$ cat src/rtl/daq_irq_pkg.sv
package daq_irq_pkg;
    localparam int NUM_CAUSE = 4;
    localparam int NUM_ERR   = 2;
    localparam int NUM_LATCH = NUM_CAUSE + NUM_ERR;

    typedef enum logic [2:0] {
        SRC_CONV = 3'd0,
        SRC_TC   = 3'd1,
        SRC_DONE = 3'd2,
        SRC_EXT  = 3'd3,
        SRC_OVF  = 3'd4,
        SRC_OVR  = 3'd5
    } src_e;

    typedef logic [NUM_CAUSE-1:0] cause_vec_t;
    typedef logic [NUM_LATCH-1:0] latch_vec_t;
endpackage

$ cat src/rtl/irq_sync_edge.sv
module irq_sync_edge #(
    parameter int SYNC_STAGES = 2
) (
    input  logic clk,
    input  logic rst_n,
    input  logic async_i,
    output logic rise_o
);
    localparam int MSB = SYNC_STAGES - 1;

    typedef struct packed {
        logic [SYNC_STAGES-1:0] sync;
        logic                   prev;
    } state_t;

    state_t state_d, state_q;

    always_comb begin
        state_d      = state_q;
        state_d.sync = {state_q.sync[SYNC_STAGES-2:0], async_i};
        state_d.prev = state_q.sync[MSB];
    end

    always_ff @(posedge clk) begin
        if (!rst_n) begin
            state_q <= '0;
        end else begin
            state_q <= state_d;
        end
    end

    assign rise_o = state_q.sync[MSB] & ~state_q.prev;

    // one rising edge gives a single-cycle pulse
    a_r7_single_pulse: assert property (@(posedge clk) disable iff (!rst_n)
        rise_o |=> !rise_o);
endmodule

$ cat src/rtl/irq_cause_latch.sv
module irq_cause_latch (
    input  logic clk,
    input  logic rst_n,
    input  logic set_i,
    input  logic clr_i,
    output logic stat_o
);
    typedef struct packed {
        logic stat;
    } state_t;

    state_t state_d, state_q;

    always_comb begin
        state_d = state_q;
        if (set_i) begin
            state_d.stat = 1'b1;
        end else if (clr_i) begin
            state_d.stat = 1'b0;
        end
    end

    always_ff @(posedge clk) begin
        if (!rst_n) begin
            state_q <= '0;
        end else begin
            state_q <= state_d;
        end
    end

    assign stat_o = state_q.stat;

    // set beats clear in the same cycle
    a_r9_set_wins: assert property (@(posedge clk) disable iff (!rst_n)
        set_i |=> stat_o);
    // a latched bit holds without a clear
    a_r10_sticky: assert property (@(posedge clk) disable iff (!rst_n)
        (stat_o && !clr_i) |=> stat_o);
    a_r9_clear_works: assert property (@(posedge clk) disable iff (!rst_n)
        (clr_i && !set_i) |=> !stat_o);
endmodule

$ cat src/rtl/irq_combine.sv
module irq_combine #(
    parameter int N = 4
) (
    input  logic         clk,
    input  logic         rst_n,
    input  logic [N-1:0] stat_i,
    input  logic [N-1:0] en_i,
    input  logic         glb_en_i,
    output logic         irq_o
);
    typedef struct packed {
        logic irq;
    } state_t;

    state_t       state_d, state_q;
    logic [N-1:0] masked;

    always_comb begin
        masked      = stat_i & en_i;
        state_d     = state_q;
        state_d.irq = glb_en_i & (|masked);
    end

    always_ff @(posedge clk) begin
        if (!rst_n) begin
            state_q <= '0;
        end else begin
            state_q <= state_d;
        end
    end

    assign irq_o = state_q.irq;

    // no interrupt unless the global enable was set
    a_r1_glb_gate: assert property (@(posedge clk) disable iff (!rst_n)
        !glb_en_i |=> !irq_o);
    // no enabled latched cause -> line low next cycle
    a_r2_no_cause: assert property (@(posedge clk) disable iff (!rst_n)
        ((stat_i & en_i) == '0) |=> !irq_o);
    a_r2_cause_raises: assert property (@(posedge clk) disable iff (!rst_n)
        (glb_en_i && ((stat_i & en_i) != '0)) |=> irq_o);
endmodule

$ cat src/rtl/daq_irq_ctrl.sv
module daq_irq_ctrl
    import daq_irq_pkg::*;
#(
    parameter int EXT_SYNC_STAGES = 2
) (
    input  logic                 clk,
    input  logic                 rst_n,
    input  logic                 fifo_nempty_i,
    input  logic                 fifo_rd_i,
    input  logic                 tc_evt_i,
    input  logic                 done_evt_i,
    input  logic                 ovf_evt_i,
    input  logic                 ovr_evt_i,
    input  logic                 ext_out_i,
    input  logic                 clr_adc_i,
    input  logic                 clr_tc_i,
    input  logic                 clr_ext_i,
    input  logic                 glb_en_i,
    input  logic                 dma_en_i,
    input  logic [NUM_CAUSE-1:0] en_i,
    output logic [NUM_CAUSE-1:0] stat_o,
    output logic                 err_ovf_o,
    output logic                 err_ovr_o,
    output logic                 done_err_o,
    output logic                 irq_o
);
    logic       ext_rise;
    latch_vec_t set_vec, clr_vec, lat_q;
    cause_vec_t en_eff;

    irq_sync_edge #(.SYNC_STAGES(EXT_SYNC_STAGES)) ext_sync_i (
        .clk     (clk),
        .rst_n   (rst_n),
        .async_i (ext_out_i),
        .rise_o  (ext_rise)
    );

    always_comb begin
        set_vec = '0;
        clr_vec = '0;
        set_vec[SRC_CONV] = fifo_nempty_i;
        clr_vec[SRC_CONV] = fifo_rd_i | clr_adc_i;
        set_vec[SRC_TC]   = tc_evt_i;
        clr_vec[SRC_TC]   = clr_tc_i | clr_adc_i;
        set_vec[SRC_DONE] = done_evt_i;
        clr_vec[SRC_DONE] = clr_adc_i;
        set_vec[SRC_EXT]  = ext_rise;
        clr_vec[SRC_EXT]  = clr_ext_i;
        set_vec[SRC_OVF]  = ovf_evt_i;
        clr_vec[SRC_OVF]  = clr_adc_i;
        set_vec[SRC_OVR]  = ovr_evt_i;
        clr_vec[SRC_OVR]  = clr_adc_i;

        en_eff         = en_i;
        en_eff[SRC_TC] = en_i[SRC_TC] & dma_en_i;
    end

    for (genvar g = 0; g < NUM_LATCH; g++) begin : g_latch
        irq_cause_latch latch_i (
            .clk    (clk),
            .rst_n  (rst_n),
            .set_i  (set_vec[g]),
            .clr_i  (clr_vec[g]),
            .stat_o (lat_q[g])
        );
    end

    irq_combine #(.N(NUM_CAUSE)) comb_i (
        .clk      (clk),
        .rst_n    (rst_n),
        .stat_i   (lat_q[NUM_CAUSE-1:0]),
        .en_i     (en_eff),
        .glb_en_i (glb_en_i),
        .irq_o    (irq_o)
    );

    assign stat_o     = lat_q[NUM_CAUSE-1:0];
    assign err_ovf_o  = lat_q[SRC_OVF];
    assign err_ovr_o  = lat_q[SRC_OVR];
    assign done_err_o = lat_q[SRC_DONE] & (lat_q[SRC_OVF] | lat_q[SRC_OVR]);

    // done survives every strobe except the converter clear
    a_r5_done_clear_only_adc: assert property (@(posedge clk) disable iff (!rst_n)
        (stat_o[SRC_DONE] && !clr_adc_i) |=> stat_o[SRC_DONE]);
    // external cause ignores the converter clear
    a_r8_ext_ignores_adc: assert property (@(posedge clk) disable iff (!rst_n)
        (stat_o[SRC_EXT] && !clr_ext_i) |=> stat_o[SRC_EXT]);
    // converter clear wipes error bits when no new error arrives
    a_r6_err_cleared: assert property (@(posedge clk) disable iff (!rst_n)
        (clr_adc_i && !ovf_evt_i && !ovr_evt_i) |=> (!err_ovf_o && !err_ovr_o));
    // terminal count alone cannot interrupt without the DMA enable
    a_r2_tc_needs_dma: assert property (@(posedge clk) disable iff (!rst_n)
        (!dma_en_i && ((stat_o & en_i & 4'b1101) == '0)) |=> !irq_o);
endmodule

$ cat config.mk
export PLATFORM = sky130hd
export DESIGN_NAME = daq_irq_ctrl
export DESIGN_NICKNAME = d
export VERILOG_FILES = /design/src/rtl/daq_irq_pkg.sv /design/src/rtl/irq_sync_edge.sv /design/src/rtl/irq_cause_latch.sv /design/src/rtl/irq_combine.sv /design/src/rtl/daq_irq_ctrl.sv
export SDC_FILE = /design/constraint.sdc
export NUM_CORES = 1
export LEC_CHECK = 0
export ABC_AREA = 1
export BUFFER_PORTS_ARGS = -buffer_cell sky130_fd_sc_hd__buf_2
export CAP_MARGIN = 20
export CORE_UTILIZATION = 25
export CTS_CLUSTER_DIAMETER = 120
export DETAILED_ROUTE_END_ITERATION = 7
export PLACE_DENSITY = 0.65
export SLEW_MARGIN = 20
export SYNTH_ARGS = -nofsm -noshare
export SYNTH_HDL_FRONTEND = slang
export SYNTH_SLANG_ARGS = --single-unit
$ cat constraint.sdc
create_clock -name clk -period 0.8 [get_ports clk]
set_input_delay 0.04 -clock clk [delete_from_list [all_inputs] [get_ports clk]]
set_output_delay 0.04 -clock clk [all_outputs]
set_load 0.01 [all_outputs]
Word level (Yosys, flattened, before mapping). Cells that the tools add are included.

Register bits after elaboration: 10. Bits of input ports: 18. Output and inout port bits: 8.

Mux-type cells: 10. Bitwise operators: 9. Reduce and logical (&&, ||, !) cells: 7.

Operators with widths (count): nonzero test 2 bit (6); two-way mux 1 bit (10); AND 1 bit (4); AND 4 bit (1); OR reduction 4 bit (1); OR 1 bit (3); inverter 1 bit (1).

Longest topological paths before layout. Gate-level depths: netlist (run 1).

Word-level depth: 4. Gate-level depth with buffers: 4.

By module. Synthesis (run 1) repeated with hierarchy kept, for this count alone.

Cells, all modules: 64. Area, all modules: 440.4 um^2.

Modules (own cells, without submodules): irq_cause_latch (instances 6, cells each 6, area each 43.8 um^2, sequential area each 20.0 um^2); irq_sync_edge (instances 1, cells each 11, area each 92.6 um^2, sequential area each 60.1 um^2); irq_combine (instances 1, cells each 10, area each 53.8 um^2, sequential area each 20.0 um^2); daq_irq_ctrl (instances 1, cells each 7, area each 31.3 um^2, sequential area each 0.0 um^2).

Worst setup path before layout (run 1). OpenSTA, ideal clock, no wires.

Kind: reg-to-reg. Start point: register g_latch[2].latch_i.state_q. End point: register comb_i.state_q, in the netlist comb_i.irq_o. Arrival: 518 ps. Data required time: 689 ps. Slack: 170 ps. Cell stages (with the launch flop): 5. Path buffers: 0. Clock period less this slack: 630 ps. Cells stage by stage: dfxtp_1 -> nand2_1 -> nand2_1 -> nor2_1 -> nor2_1.

Cells in the longest elaborated chain, start to end: 3.

RTL lines: start: declaration (line irq_cause_latch.sv:12) `state_t state_d, state_q;`; start signal: assignment (line irq_cause_latch.sv:27) `state_q <= state_d;`; AND 4 bit (line irq_combine.sv:19) `masked = stat_i & en_i;`; OR reduction 4 bit (line irq_combine.sv:21) `state_d.irq = glb_en_i & (|masked);`; AND 1 bit (line irq_combine.sv:21); end signal: assignment (line irq_combine.sv:28) `state_q <= state_d;`; end: declaration (line irq_combine.sv:15) `state_t state_d, state_q;`.

No other way between the ends. A chain may end at the register's enable or synchronous reset.

Final worst setup path (run 1).
Start point: register g_latch[4].latch_i.state_q. End point: output done_err_o.

Cells in the longest elaborated chain, start to end: 2.

RTL lines: start: declaration (line irq_cause_latch.sv:12); start signal: assignment (line irq_cause_latch.sv:27); OR 1 bit (line daq_irq_ctrl.sv:80) `assign done_err_o = lat_q[SRC_DONE] & (lat_q[SRC_OVF] | lat_q[SRC_OVR]);`; AND 1 bit (line daq_irq_ctrl.sv:80); end: declaration (line daq_irq_ctrl.sv:24) `output logic done_err_o,`.

No other way between the ends.

==> impl_metrics.tcl, run 1 <==
set metrics [dict create \
    instances_no_fill 94 \
    synth_cells 46 \
    initial_utilization_pct 28.39 \
    synth_compound_area_share_pct 13.55 \
    cts_sinks 10 \
    synth_seq_area_share_pct 51.61 \
    cp-start-kind "register" \
    failed_checks "setup timing" \
    rsz0062_at_grt "yes" \
    grt_pass1_wl_um 1393 \
    drt_iter0_drc 2 \
    clockBufferDepth 2 \
    wirelength_um 888 \
    clock_latency_ns 0.26 \
    muxShareOfSynthArea_pct 0 \
    leakage_nw 0.3470 \
    tightest_slew_ns 0.1595 \
    grt_max_degree 7 \
    setup.worst_path.end_class "primary output" \
    hold_viol_final 0 \
    cts_tree "done" \
    root_buffer "clkbuf_4" \
    setup_slack_ns -0.1178 \
    dr.pass1.iters 2 \
    n_antenna_cell 0 \
    dieArea_um2 1713 \
    worstSetupPathType "reg -> out" \
    synth-seq-cells 10 \
    synth_fa_ha_area_share_pct 0 \
    synth_area_um2 387.9 \
    path_max_fanout 2 \
    path_cells "o21a_1 > buf_2" \
    ios 26 \
    required_ns 0.76 \
    gp_congestion 0.6978 \
    grt_usage_pct 13.50 \
    finalInstanceArea_um2 644.4 \
    vdd_ir_drop_max_mv 0.9097 \
    grt_pass1_vias 374 \
    die_h_um 41.39 \
    syn-num-nets 64 \
    dp_slack_ns 0.1099 \
    place_area_um2 501.7 \
    area_growth_pct 66.13 \
    hold_path_class "in -> reg" \
    layout-drive-gt1-share_pct 51.90 \
    row_count 13 \
    setup_viol 2 \
    htreeDepth 1 \
    utilization_pct 47.16 \
    arrival_ns 0.88 \
    max_cap_violations 0 \
    synth_top_family_by_area "simple AND/OR/NAND/NOR gates" \
    numPlacedInstances 82 \
    slowest_delay_ns 0.32 \
    viasPerCell 4.223 \
    synth_warnings 0 \
    grt-ovfl-total 0 \
    synthSimpleGateAreaFrac_pct 20.32 \
    clock.fmax_mhz 1090 \
    vias 397 \
    ant_nets 0 \
    portBuffers 25 \
    clk_pin_slew_worst_paths_ns 0.06 \
    status "finished, violations left" \
    slowest_stage "dfxtp_2" \
    antenna_found_initial 0 \
    synth_cell_types 13 \
    synth-xor-area-share_pct 0 \
    avgRoutedWirePerCell_um 9.447 \
    drv_slew 0 \
    cts_made_buffers 3 \
    synth.avg_cell_area_um2 8.432 \
    core_area_um2 1366 \
    pwr_density_cell_nw_per_um2 1792 \
    finClkSkew_ns 0.003462 \
    finalCritPeriodShare_pct 114.7 \
    die_x_um 41.39 \
    slew_headroom_pct 89.35 \
    final_nets 98 \
    finalCriticalPeriod_ns 0.9178 \
    drc 0 \
]
-- critical path, delay by kind of cell (launching register included) --
family                 cells  cell delay [ns]
DFF                        1             0.32
AOI/OAI and AO/OA          1             0.17
buffers and inverters      1             0.13
-- stage by stage --
step	TNS, ns	hold WS, ns	total power (W)
CTS	-0.2022	0.005216	0.001172
finish	-0.1780	0.01179	0.001155
floorplan	0	0.1335	0.0006213
global route	-0.2552	0.01106	0.001230
global placement	0	0.2269	0.0006771
detailed placement	0	0.2253	0.0006819
-- where the power goes --
group | leakage, nW | internal (W) | total, W | switching, W
clock | 0.0210 | 0.000276 | 0.000441 | 0.000165
sequential | 0.0847 | 0.000526 | 0.000543 | 0.0000165
combinational | 0.241 | 0.000102 | 0.000170 | 0.0000685
total | 0.347 | 0.000904 | 0.00115 | 0.000250
-- cells in the final DEF (no fill, tap or decap), types with 3 or more instances in the layout --
master         instances
a21oi_1                3
buf_2                 22
buf_6                  3
clkbuf_4               3
dfxtp_1                4
dfxtp_2                5
dlygate4sd3_1          7
inv_1                  6
nand2_1                9
nor2_1                 5
-- final cells by class --
cell class                      count  area (um^2)
Fill cell                         145        721.9
Timing Repair Buffer               33        221.5
Sequential cell                    10        210.2
Multi-Input combinational cell     25        131.4
Clock buffer                        4        36.28
Inverter                            7        26.28
Tap cell                           15        18.77
-- per-layer routing --
layer	track usage (%)	up-vias	part of all wire, %
li1	-	204	-
met1	11.22	173	40
met2	24.61	18	51
met3	6.383	2	6.3
met4	9.677	0	2.1
met5	0	-	0
-- state kept, by name (all words and copies together), names as in the netlist --
signal                  count
comb_i.irq_o                1
g_latch.latch_i.stat_o      6
ext_sync_i.state_d          2
ext_sync_i.state_q          1
-- cell usage after synthesis --
cell | n | area [um^2]
o22ai_2 | 1 | 12.51
nand3_1 | 1 | 5.000
nand2_2 | 1 | 6.260
buf_4 | 4 | 30.03
a21oi_1 | 3 | 15.01
inv_1 | 6 | 22.52
a21oi_2 | 2 | 17.52
dfxtp_1 | 10 | 200.2
nand3b_1 | 2 | 15.01
o21a_1 | 1 | 7.510
nand2_1 | 9 | 33.78
nor2_1 | 5 | 18.77
inv_2 | 1 | 3.750
-- what timing repair did --
item / CTS / global route
gates resized for setup: 7 / 3
endpoints found under the setup margin: 5 / 5
buffers inserted: 1 / 0
hold buffers: 6 / 1
endpoints found under the hold margin: 6 / 1
pin swaps: 1 / 0
-- final timing paths --
| path | startpoint | to | slack, ns | cells after the start |
|---|---|---|---|---|
| worst max-delay path | g_latch[4].latch_i.stat_o$_SDFFE_PN0P_ | done_err_o | -0.12 | 2 |
| worst min-delay path | fifo_nempty_i | g_latch[0].latch_i.stat_o$_SDFFE_PN0P_ | 0.01 | 3 |
| worst max register to register | g_latch[4].latch_i.stat_o$_SDFFE_PN0P_ | g_latch[4].latch_i.stat_o$_SDFFE_PN0P_ | 0.07 | 3 |
| worst min register to register | ext_sync_i.state_d[2]$_SDFF_PN0_ | ext_sync_i.state_d[0]$_SDFF_PN0_ | 0.43 | 2 |
-- cell families after synthesis --
family / Yosys count
flip-flops: 10
buffers and inverters: 11
AO/OA/AOI/OAI: 7
AND/OR/NAND/NOR: 18
No activity file was read; power rests on OpenSTA's default activity.
==> inputs of run 2 (changes only) <==
--- a/config.mk
+++ b/config.mk
@@ -12,6 +12,7 @@
 export CTS_CLUSTER_DIAMETER = 120
 export DETAILED_ROUTE_END_ITERATION = 7
 export PLACE_DENSITY = 0.65
+export SETUP_SLACK_MARGIN = 0.1
 export SLEW_MARGIN = 20
 export SYNTH_ARGS = -nofsm -noshare
 export SYNTH_HDL_FRONTEND = slang
==> impl_metrics.tcl, run 2 (synthesized netlist as in run 1, its figures left out) <==
set metrics [dict create \
    cp.depth 2 \
    die_x_um 41.39 \
    dieArea_um2 1713 \
    final_common_cell "buf_2" \
    setup_slack_ns -0.1207 \
    slowest_stage "dfxtp_2" \
    reg2reg_to "g_latch[4].latch_i.stat_o$_SDFFE_PN0P_" \
    r2r_cells 3 \
    viasPerCell 4.191 \
    hold_path_class "in -> reg" \
    reg2reg_from "g_latch[4].latch_i.stat_o$_SDFFE_PN0P_" \
    row_count 13 \
    cts_sinks 10 \
    layout-drive-gt1-share_pct 58.23 \
    worstSetupPathType "reg -> out" \
    finalCriticalPeriod_ns 0.9207 \
    path_cells "o21a_1 > buf_2" \
    drt_iter0_drc 3 \
    vias 394 \
    dr.pass1.iters 2 \
    fin_tns_setup_ns -0.1872 \
    total_power_w 0.001177 \
    setup.worst_path.end_class "primary output" \
    final_nets 98 \
    area_growth_pct 74.84 \
    n_fill_cell 140 \
    portBuffers 25 \
    avgRoutedWirePerCell_um 9.894 \
    finClkSkew_ns 0.003028 \
    place_area_um2 501.7 \
    cp-start-kind "register" \
    grt_pass1_wl_um 1407 \
    die_h_um 41.39 \
    max_cap_violations 0 \
    tightest_slew_ns 0.1819 \
    leakage_nw 0.3520 \
    grt_max_degree 7 \
    rsz0062_at_grt "yes" \
    initial_utilization_pct 28.39 \
    crit_path_start "g_latch[4].latch_i.stat_o$_SDFFE_PN0P_" \
    pwr_density_cell_nw_per_um2 1736 \
    ant_nets 0 \
    drv_slew 0 \
    n_antenna_cell 0 \
    crit_family "flip-flops" \
    utilization_pct 49.63 \
    htreeDepth 1 \
    crit_buf_inv 1 \
    vdd_ir_drop_max_mv 0.9202 \
    grt_pass1_vias 381 \
    cp-endpoint "done_err_o" \
    grt_usage_pct 13.61 \
    finalInstanceArea_um2 678.2 \
    setup.reg_to_reg.worst_slack_ns 0.09 \
    arrival_ns 0.88 \
    root_buffer "clkbuf_4" \
    slowest_delay_ns 0.32 \
    drc 0 \
    ios 26 \
    clock.fmax_mhz 1086 \
    cts_tree "done" \
    wirelength_um 930 \
    finalCritPeriodShare_pct 115.1 \
    setup_viol 2 \
    gp_congestion 0.6978 \
    largest_reg_flops 6 \
    clockBufferDepth 2 \
    cts_made_buffers 3 \
    required_ns 0.76 \
    slew_headroom_pct 87.86 \
    core_area_um2 1366 \
    antenna_found_initial 0 \
    clock_latency_ns 0.26 \
    path_max_fanout 2 \
    hold_viol_final 0 \
    grt-ovfl-total 0 \
    clk_pin_slew_worst_paths_ns 0.06 \
    status "finished, violations left" \
    dp_slack_ns 0.1099 \
    mostFrequentLayoutCells "buf_2, nand2_1, dlygate4sd3_1" \
    failed_checks "setup timing" \
]
==> run 2: cell counts in the layout (fill, tap and decap cells not counted) <==
Identical to the previous run, type by type.
==> run 2: worst min-delay path by stage <==
stage | startpoint | end | slack [ns] | cells after the start
4_1_cts | fifo_nempty_i | g_latch[0].latch_i.stat_o$_SDFFE_PN0P_ | 0.005 | 3
5_1_grt | fifo_nempty_i | g_latch[0].latch_i.stat_o$_SDFFE_PN0P_ | 0.01 | 3
3_3_place_gp | ext_out_i | ext_sync_i.state_d[2]$_SDFF_PN0_ | 0.23 | 3
6_report | fifo_nempty_i | g_latch[0].latch_i.stat_o$_SDFFE_PN0P_ | 0.009 | 3
3_5_place_dp | ext_out_i | ext_sync_i.state_d[2]$_SDFF_PN0_ | 0.23 | 3
2_1_floorplan | rst_n | ext_sync_i.state_d[0]$_SDFF_PN0_ | 0.13 | 2
==> run 2: power breakdown <==
group | leakage (nW) | switching, W | internal, W
Sequential | 0.0852 | 0.0000197 | 0.000527
Clock | 0.0210 | 0.000169 | 0.000276
Combinational | 0.246 | 0.0000728 | 0.000113
Total | 0.352 | 0.000261 | 0.000916
==> run 2: layout make-up <==
cell class / instances / area [um^2] / area share (%)
Clock buffer: 4 / 36.28 / 5.351
Timing Repair Buffer: 33 / 240.2 / 35.42
Multi-Input combinational cell: 25 / 145.1 / 21.40
Sequential cell: 10 / 211.5 / 31.18
Inverter: 7 / 26.28 / 3.875
Tap cell: 15 / 18.77 / 2.768
==> run 2: what timing repair did <==
item | CTS | global route
hold endpoints to repair | 6 | 1
hold buffers | 6 | 1
gates resized for setup | 12 | 6
buffers inserted | 1 | 0
pin swaps | 1 | 3
endpoints found under the setup margin | 9 | 12
==> run 2: tightest hold or removal path, stage by stage <==
cell,delay [ns]
buf_2,0.09
inv_1,0.06
a21oi_2,0.05
==> run 2: layer usage <==
layer	vias to the layer above	track usage [%]	wire length (um)
li1	203	-	-
met1	170	11.54	370
met2	17	24.61	474
met3	4	6.383	59
met4	0	9.677	25
met5	-	0	0
==> run 2: through the flow <==
step	std cells	hold WS (ns)
6_report	94	0.008812
4_1_cts	93	0.005216
3_5_place_dp	82	0.2253
2_1_floorplan	46	0.1335
3_3_place_gp	82	0.2269
5_1_grt	94	0.01106
==> inputs of run 3 (changes only) <==
--- a/config.mk
+++ b/config.mk
@@ -8,10 +8,11 @@
 export ABC_AREA = 1
 export BUFFER_PORTS_ARGS = -buffer_cell sky130_fd_sc_hd__buf_2
 export CAP_MARGIN = 20
-export CORE_UTILIZATION = 25
+export CORE_AREA = 2 2 39 41
 export CTS_CLUSTER_DIAMETER = 120
 export DETAILED_ROUTE_END_ITERATION = 7
-export PLACE_DENSITY = 0.65
+export DIE_AREA = 0 0 41 43
+export PLACE_DENSITY = 0.72
 export SETUP_SLACK_MARGIN = 0.1
 export SLEW_MARGIN = 20
 export SYNTH_ARGS = -nofsm -noshare
==> impl_metrics.tcl, run 3 (synthesized netlist as in run 1, its figures left out) <==
set metrics [dict create \
    clockBufferDepth 2 \
    holdPathEnd "g_latch[0].latch_i.stat_o$_SDFFE_PN0P_" \
    die_x_um 41 \
    path_max_fanout 3 \
    reg2reg_from "g_latch[5].latch_i.stat_o$_SDFFE_PN0P_" \
    dr.pass1.iters 2 \
    die_h_um 43 \
    dp_hpwl_um 613.6 \
    row_count 14 \
    initial_utilization_pct 28.03 \
    n_antenna_cell 0 \
    r2r_cells 3 \
    fin_tns_setup_ns -0.2152 \
    mostFrequentLayoutCells "buf_2, inv_1, dlygate4sd3_1, buf_6" \
    grt_pass1_vias 363 \
    drt_iter0_drc 1 \
    utilization_pct 48.37 \
    rsz0062_at_grt "yes" \
    clock.fmax_mhz 1105 \
    htreeDepth 1 \
    vias 393 \
    cts_made_buffers 3 \
    arrival_ns 0.87 \
    root_buffer "clkbuf_4" \
    finalCritPeriodShare_pct 113.2 \
    setup.reg_to_reg.worst_slack_ns 0.09 \
    clock_latency_ns 0.25 \
    core_area_um2 1384 \
    pwr_density_cell_nw_per_um2 1578 \
    grt_max_degree 7 \
    finalCriticalPeriod_ns 0.9054 \
    ios 26 \
    setup_viol 3 \
    status "finished, violations left" \
    layout-drive-gt1-share_pct 61.54 \
    dp_slack_ns 0.1214 \
    setup.worst_path.end_class "primary output" \
    dieArea_um2 1763 \
    clk_pin_slew_worst_paths_ns 0.06 \
    leakage_nw 0.3465 \
    final_common_cell "buf_2" \
    drv_slew 0 \
    switching_power_w 0.0002403 \
    setup_slack_ns -0.1054 \
    hold_viol_final 0 \
    drc 0 \
    cts_sinks 10 \
    final_nets 98 \
    antenna_found_initial 0 \
    ant_nets 0 \
    reg2reg_to "g_latch[5].latch_i.stat_o$_SDFFE_PN0P_" \
    min-delay-start "fifo_nempty_i" \
    tightest_slew_ns 0.1631 \
    intPower_w 0.0008162 \
    largest_reg_flops 6 \
    cts_tree "done" \
    area_growth_pct 72.58 \
    finClkSkew_ns 0.0005085 \
    whs_path_depth 3 \
    grt-ovfl-total 0 \
    portBuffers 25 \
    clkPwrFrac_pct 30.1 \
    avgRoutedWirePerCell_um 9.457 \
    worstSetupPathType "reg -> out" \
    hold_path_class "in -> reg" \
    grt_usage_pct 11.48 \
    failed_checks "setup timing" \
    grt_pass1_wl_um 1352 \
    place_area_um2 503.0 \
    gp_congestion 0.5882 \
    vdd_ir_drop_max_mv 0.6789 \
    swShare_pct 22.75 \
    required_ns 0.76 \
    wirelength_um 889 \
    viasPerCell 4.181 \
    slew_headroom_pct 89.11 \
    p_seq_share_pct 51.8 \
    cp-start-kind "register" \
    max_cap_violations 0 \
    pwr-share-comb_pct 18.2 \
    finalInstanceArea_um2 669.4 \
]
-- run 3: per-layer routing --
metal  part of all wire (%)  vias to the layer above  GRT usage [%]
li1                       -                      204              -
met4                    1.0                        0          8.000
met1                     38                      174          12.01
met2                     54                       13          18.13
met3                    6.7                        2          3.665
met5                      0                        -              0
-- run 3: what timing repair did --
action                                 4_1_cts  5_1_grt
pin swaps                                    0        3
resized for setup                           11        9
buffers inserted                             1        1
endpoints found under the hold margin        6        0
hold buffers                                 6        0
setup endpoints to repair                    8       12
-- run 3: how the worst max path moves through the flow --
stage / start / slack [ns] / endpoint / depth (start not counted)
2_1_floorplan: g_latch[2].latch_i.stat_o$_SDFFE_PN0P_ / 0.17 / comb_i.irq_o$_SDFF_PN0_ / 4
4_1_cts: g_latch[5].latch_i.stat_o$_SDFFE_PN0P_ / -0.12 / done_err_o / 2
6_report: g_latch[4].latch_i.stat_o$_SDFFE_PN0P_ / -0.11 / done_err_o / 2
5_1_grt: g_latch[4].latch_i.stat_o$_SDFFE_PN0P_ / -0.15 / done_err_o / 2
3_5_place_dp: g_latch[2].latch_i.stat_o$_SDFFE_PN0P_ / 0.12 / comb_i.irq_o$_SDFF_PN0_ / 4
3_3_place_gp: g_latch[2].latch_i.stat_o$_SDFFE_PN0P_ / 0.13 / comb_i.irq_o$_SDFF_PN0_ / 4
-- run 3: area by class of cell --
class	count	area [um^2]
Fill cell	133	714.4
Timing Repair Buffer	33	237.7
Sequential cell	10	210.2
Multi-Input combinational cell	25	152.6
Inverter	7	26.28
Clock buffer	3	22.52
Tap cell	16	20.02
-- run 3: critical path: stages (launching register included) --
cell,delay (ns)
dfxtp_2,0.33
o21a_1,0.16
buf_2,0.13
-- run 3: metrics by stage --
| step | power (W) | cells | hold slack, ns |
|---|---|---|---|
| 3_5_place_dp | 0.0006810 | 83 | 0.2412 |
| 2_1_floorplan | 0.0006213 | 46 | 0.1335 |
| 3_3_place_gp | 0.0006776 | 83 | 0.2288 |
| 6_report | 0.001057 | 94 | 0.01992 |
| 5_1_grt | 0.001135 | 94 | 0.03172 |
| 4_1_cts | 0.001062 | 93 | 0.01284 |
-- run 3: power groups by stage --
stage	Clock, W	Combinational [W]	Sequential, W
6_report	0.000318	0.000192	0.000547
3_5_place_dp	0	0.000129	0.000552
3_3_place_gp	0	0.000127	0.000551
5_1_grt	0.000373	0.000213	0.000549
2_1_floorplan	0	0.0000680	0.000553
4_1_cts	0.000343	0.000173	0.000546
